--- config.mk ---
export PLATFORM = sky130hd
export DESIGN_NAME = conv_seq
export DESIGN_NICKNAME = d
export VERILOG_FILES = /design/src/rtl/conv_seq_pkg.sv /design/src/rtl/conv_seq_cfg.sv /design/src/rtl/conv_seq_ctrl.sv /design/src/rtl/conv_seq_result.sv /design/src/rtl/conv_seq.sv
export SDC_FILE = /design/constraint.sdc
export NUM_CORES = 1
export LEC_CHECK = 0
export ABC_AREA = 1
export CELL_PAD_IN_SITES_DETAIL_PLACEMENT = 1
export CELL_PAD_IN_SITES_GLOBAL_PLACEMENT = 2
export CORE_AREA = 5 5 72 74
export CTS_CLUSTER_DIAMETER = 30
export CTS_CLUSTER_SIZE = 12
export DETAILED_ROUTE_END_ITERATION = 10
export DIE_AREA = 0 0 77 79
export HOLD_SLACK_MARGIN = 0.02
export PLACE_DENSITY = 0.84
export RECOVER_POWER = 50
export SYNTH_ARGS = -nofsm -noshare
export SYNTH_HDL_FRONTEND = slang
export SYNTH_SLANG_ARGS = --single-unit
--- constraint.sdc ---
create_clock -name clk_i -period 3.6 [get_ports clk_i]
set_input_delay 1.08 -clock clk_i [delete_from_list [all_inputs] [get_ports clk_i]]
set_output_delay 1.08 -clock clk_i [all_outputs]
set_load 0.03 [all_outputs]
--- src/rtl/conv_seq_pkg.sv ---
package conv_seq_pkg;
  localparam int unsigned CFG_W    = 8;
  localparam int unsigned STBY_BIT = 6;

  typedef enum logic [1:0] {
    ST_SBY  = 2'd0,
    ST_WAIT = 2'd1,
    ST_CONV = 2'd2
  } seq_state_e;
endpackage

--- src/rtl/conv_seq_cfg.sv ---
module conv_seq_cfg
  import conv_seq_pkg::*;
#(
  parameter logic [CFG_W-1:0] CFG_RST = 8'h40
) (
  input  logic             clk_i,
  input  logic             rst_ni,
  input  logic             wr_i,
  input  logic [CFG_W-1:0] data_i,
  output logic [CFG_W-1:0] cfg_o,
  output logic             standby_o,
  output logic             stby_req_o
);
  logic [CFG_W-1:0] cfg_q;

  always_ff @(posedge clk_i or negedge rst_ni) begin
    if (!rst_ni)   cfg_q <= CFG_RST;
    else if (wr_i) cfg_q <= data_i;
  end

  assign cfg_o      = cfg_q;
  assign standby_o  = cfg_q[STBY_BIT];
  // a write that sets standby acts in the same edge (abort path)
  assign stby_req_o = wr_i & data_i[STBY_BIT];
endmodule

--- src/rtl/conv_seq_ctrl.sv ---
module conv_seq_ctrl
  import conv_seq_pkg::*;
#(
  parameter int unsigned CONV_CYCLES = 16,
  parameter int unsigned GAP_CYCLES  = 32
) (
  input  logic       clk_i,
  input  logic       rst_ni,
  input  logic       standby_i,
  input  logic       stby_req_i,
  input  logic       oneshot_i,
  output seq_state_e state_o,
  output logic       done_o
);
  localparam int unsigned MAX_C = (CONV_CYCLES > GAP_CYCLES) ? CONV_CYCLES : GAP_CYCLES;
  localparam int unsigned CNT_W = $clog2(MAX_C + 1);
  localparam logic [CNT_W-1:0] LAST_CONV = CNT_W'(CONV_CYCLES - 1);
  localparam logic [CNT_W-1:0] LAST_GAP  = CNT_W'(GAP_CYCLES - 1);

  seq_state_e       state_q;
  logic [CNT_W-1:0] cnt_q;
  logic             conv_last;

  assign conv_last = (state_q == ST_CONV) && (cnt_q == LAST_CONV);
  assign done_o    = conv_last && !stby_req_i;
  assign state_o   = state_q;

  always_ff @(posedge clk_i or negedge rst_ni) begin
    if (!rst_ni) begin
      state_q <= ST_SBY;
      cnt_q   <= '0;
    end else begin
      unique case (state_q)
        ST_SBY: begin
          cnt_q <= '0;
          if (oneshot_i || (!standby_i && !stby_req_i)) state_q <= ST_CONV;
        end
        ST_CONV: begin
          if (stby_req_i) begin
            state_q <= ST_SBY;
            cnt_q   <= '0;
          end else if (conv_last) begin
            state_q <= standby_i ? ST_SBY : ST_WAIT;
            cnt_q   <= '0;
          end else begin
            cnt_q <= cnt_q + 1'b1;
          end
        end
        ST_WAIT: begin
          if (stby_req_i || standby_i) begin
            state_q <= ST_SBY;
            cnt_q   <= '0;
          end else if (cnt_q == LAST_GAP) begin
            state_q <= ST_CONV;
            cnt_q   <= '0;
          end else begin
            cnt_q <= cnt_q + 1'b1;
          end
        end
        default: begin
          state_q <= ST_SBY;
          cnt_q   <= '0;
        end
      endcase
    end
  end
endmodule

--- src/rtl/conv_seq_result.sv ---
module conv_seq_result #(
  parameter int unsigned DATA_W = 8
) (
  input  logic              clk_i,
  input  logic              rst_ni,
  input  logic              commit_i,
  input  logic [DATA_W-1:0] sample_i,
  output logic [DATA_W-1:0] temp_o,
  output logic              load_o
);
  logic [DATA_W-1:0] temp_q;
  logic              load_q;

  // whole word in one edge, only on clean completion
  always_ff @(posedge clk_i or negedge rst_ni) begin
    if (!rst_ni) begin
      temp_q <= '0;
      load_q <= 1'b0;
    end else begin
      load_q <= commit_i;
      if (commit_i) temp_q <= sample_i;
    end
  end

  assign temp_o = temp_q;
  assign load_o = load_q;
endmodule

--- src/rtl/conv_seq.sv ---
module conv_seq
  import conv_seq_pkg::*;
#(
  parameter int unsigned       DATA_W      = 8,
  parameter int unsigned       CONV_CYCLES = 16,
  parameter int unsigned       GAP_CYCLES  = 32,
  parameter logic [CFG_W-1:0]  CFG_RST     = 8'h40
) (
  input  logic              clk_i,
  input  logic              rst_ni,
  input  logic              cfg_wr_i,
  input  logic [7:0]        cfg_data_i,
  input  logic              oneshot_i,
  input  logic [DATA_W-1:0] sample_i,
  output logic [7:0]        cfg_o,
  output logic [DATA_W-1:0] temp_o,
  output logic              load_o,
  output logic              busy_o,
  output logic              conv_en_o,
  output logic              loop_en_o,
  output logic              fan_en_o
);
  logic       standby;
  logic       stby_req;
  logic       done;
  seq_state_e state;

  conv_seq_cfg #(.CFG_RST(CFG_RST)) u_cfg (
    .clk_i      (clk_i),
    .rst_ni     (rst_ni),
    .wr_i       (cfg_wr_i),
    .data_i     (cfg_data_i),
    .cfg_o      (cfg_o),
    .standby_o  (standby),
    .stby_req_o (stby_req)
  );

  conv_seq_ctrl #(.CONV_CYCLES(CONV_CYCLES), .GAP_CYCLES(GAP_CYCLES)) u_ctrl (
    .clk_i      (clk_i),
    .rst_ni     (rst_ni),
    .standby_i  (standby),
    .stby_req_i (stby_req),
    .oneshot_i  (oneshot_i),
    .state_o    (state),
    .done_o     (done)
  );

  conv_seq_result #(.DATA_W(DATA_W)) u_res (
    .clk_i    (clk_i),
    .rst_ni   (rst_ni),
    .commit_i (done),
    .sample_i (sample_i),
    .temp_o   (temp_o),
    .load_o   (load_o)
  );

  assign busy_o    = (state == ST_CONV);
  assign conv_en_o = (state == ST_CONV);
  // one-shot conversions in standby power the converter only
  assign loop_en_o = (state != ST_SBY) && !standby;
  assign fan_en_o  = (state != ST_SBY) && !standby;
endmodule

==> results.tsv <==
stage	metric	value	unit
worst_setup_path	CP Max Fanout	4	
clock_tree	CTS H-tree depth	1	
sta	Max-slew headroom	0.0950	
route	drt total wl	2.79	mm
place	pre-CTS WS	782	ps
worst_setup_path	Top delay family on crit path	buffers and inverters	
clock_tree	CTS Hold Bufs	0	
worst_setup_path	crit end category	output pin	
global_routing	vias in the first global route	1075	
sta	final worst slack	717	ps
worst_setup_path	Slowest Stage Delay on Critical Path	690	ps
die	IO Pins	41	
sta	Fin Clk Skew	7.33	ps
route	router iterations before antenna repair	4	
clock_tree	clock slew at reported path FFs	90	ps
logic_synthesis	Cell variety after synth	21	
sta	RSZ-0062 raised after global routing	no	
global_routing	gr ovfl total	0	
power	power density over cell area	496	nW/µm²
status	status	finished, final reports clean	
sta	worst-margin pin slew	1360	ps
global_routing	GRT Overall Usage	0.102	
job	Max-Cap Viols	0	
route	mean number of vias per cell	4.26	
clock_tree	post-CTS resize count	0	
global_routing	maximum number of pins on one net before global-route repair	26	
die	Initial Util	0.262	
logic_synthesis	register bit total from synthesis	25	
die	Die Y	79	µm
sta	max-slew violations	0	
clock_tree	Num CTS Buffers	3	
global_routing	M1 GR Usage	0.131	
die	die area	6080	µm²
sta	Post-Route Setup TNS	0	ps
global_routing	met3 global-route usage	0.0374	
die	die width	77	µm
cells_and_area	layout cell share with drive strength beyond 1	0.0920	
place	PortBufs	40	
power	Peak VDD IR	171	µV
global_routing	M2 GR Usage	0.164	
logic_synthesis	post-synthesis cell count	123	
clock_tree	Clock Tree Buf Depth	2	
place	RD Place Congestion	0.763	
worst_setup_path	Setup crit start kind	flip-flop	
cells_and_area	fin nets	189	
clock_tree	Post-CTS Setup Inserts	0	
logic_synthesis	Synth Net Count	148	
sta	Fmax	347	MHz
global_routing	first-pass GRT wire length	5.09	mm
worst_setup_path	worst-path cell chain	inv_1 > ha_1 > nor2_1 > clkdlybuf4s50_1	
logic_synthesis	Ys Warns	0	
sta	Tmin final	2880	ps
global_routing	initial antenna violation count	0	
route	DR DRC count	0	
cells_and_area	fillers	514	
logic_synthesis	post-synthesis sequential area ratio	0.527	
die	Core ar.	4540	µm²
route	routed length per instance	12.9	µm
global_routing	busiest grt layer	met2	
worst_setup_path	buffers and inverters on the worst path	2	
clock_tree	clk_lat worst skew	260	ps
cells_and_area	diode count	0	
clock_tree	CTS tree	built	
die	Core Rows	25	
sta	Fin. Hold Viols	0	
route	Vias	924	
route	Detail Route Antenna Nets	0	
worst_setup_path	critical path arrival	1800	ps
min_path	Hold Path Class	reg2reg	
worst_setup_path	CP Class	reg2out	
logic_synthesis	synthesized area per cell	9.67	µm²
place	post-DP HPWL	2.23	mm
clock_tree	clk sinks	25	
cells_and_area	commonest non-fill, non-tap cell in the layout	clkdlybuf4s50_1	
cells_and_area	Layout area overhead	39.7	%
sta	final setup violating endpoints	0	
cells_and_area	commonest cells after routing, fill and taps aside	clkdlybuf4s50_1, nand2_1, dfrtp_1, inv_1, nor2_1	
worst_setup_path	worst endpoint required time	2520	ps
power	P_leak	0.754	nW
route	DRT iter0 DRCs	13	
clock_tree	CTS Root Cell	clkbuf_8	
sta	Tcrit/Tclk final	0.801	
worst_setup_path	CP max-delay cell	clkdlybuf4s50_1	
logic_synthesis	Cell Area, Synth	1190	µm²
[per-layer routing]
layer	wire, µm	vias to the layer above	share of wire
met2	1310	27	0.47
met5	0	-	0
met1	1280	435	0.46
met3	191	2	0.068
met4	15	0	0.0054
li1	-	460	-
[path summary, 6_finish.rpt]
check | startpoint | end | slack, ps | cells past startpoint
max | u_ctrl.state_o[0] | fan_en_o | 720 | 4
min | u_ctrl.cnt_q[0] | u_ctrl.cnt_q[0] | 460 | 1
max reg2reg | u_ctrl.state_o[0] | u_res.temp_o[3] | 1800 | 5
min reg2reg | u_ctrl.cnt_q[0] | u_ctrl.cnt_q[0] | 460 | 1
max in group asynchronous | rst_ni | u_cfg.cfg_o[1] | 1160 | 2
min in group asynchronous | rst_ni | u_ctrl.cnt_q[2] | 1640 | 2
[flip-flops by register name (all words and copies together), names as in the netlist]
name	count
u_cfg.cfg_o	8
u_ctrl.cnt_q	6
u_ctrl.state_o	2
u_res.load_o	1
u_res.temp_o	8
[where the power goes]
part | leakage [nW] | internal [W] | switching, W
combinational | 0.425 | 0.000135 | 0.000189
sequential | 0.307 | 0.000314 | 0.0000240
clock | 0.0228 | 0.0000790 | 0.0000842
[cells by family after synthesis]
| kind of cell | synth area share |
|---|---|
| AND/OR/NAND/NOR | 0.185 |
| flip-flops | 0.527 |
| buffers and inverters | 0.0946 |
| AO/OA/AOI/OAI | 0.0599 |
| multiplexers | 0.0662 |
| adder cells (fa/ha/maj) | 0.0526 |
| XOR/XNOR | 0.0147 |
[layout make-up]
| cell class | count | area, µm² | share of cell area |
|---|---|---|---|
| clock buffers | 4 | 45.0 | 0.0271 |
| inverters | 19 | 71.3 | 0.0429 |
| flip-flops and latches | 25 | 627 | 0.377 |
| repair buffers | 41 | 404 | 0.243 |
| multi-input cells | 74 | 448 | 0.269 |
| well taps | 54 | 67.6 | 0.0406 |
[worst reg2reg max path, cell delays in order (launching register included)]
cell     delay [ps]
dfrtp_1         420
inv_1           100
ha_1            260
nand3_1         170
nor3b_4         550
o21ai_0         170
[Yosys cell counts, drive strengths merged]
master  count  area share
a21oi       3       0.013
and3        1      0.0053
buf         5       0.035
dfrtp      24        0.50
dfstp       1       0.022
ha          5       0.053
inv        19       0.060
mux2        7       0.066
nand2      26       0.086
nand3       7       0.034
nand3b      2       0.013
nor2       10       0.032
nor3b       1       0.016
o21ai       9       0.041
o21bai      1      0.0063
xnor2       1      0.0074
xor2        1      0.0074
[stage by stage]
step	std cells	instance area [µm²]	util	power [W]	hold slack, ps
floorplan	123	1190	-	0.000550	433
global placement	213	1620	0.358	0.000664	449
detailed placement	213	1620	0.358	0.000677	457
CTS	217	1670	0.368	0.000842	469
global route	217	1660	0.367	0.000887	480
finish	217	1660	0.367	0.000825	464
(Power assumes the default switching activity.)
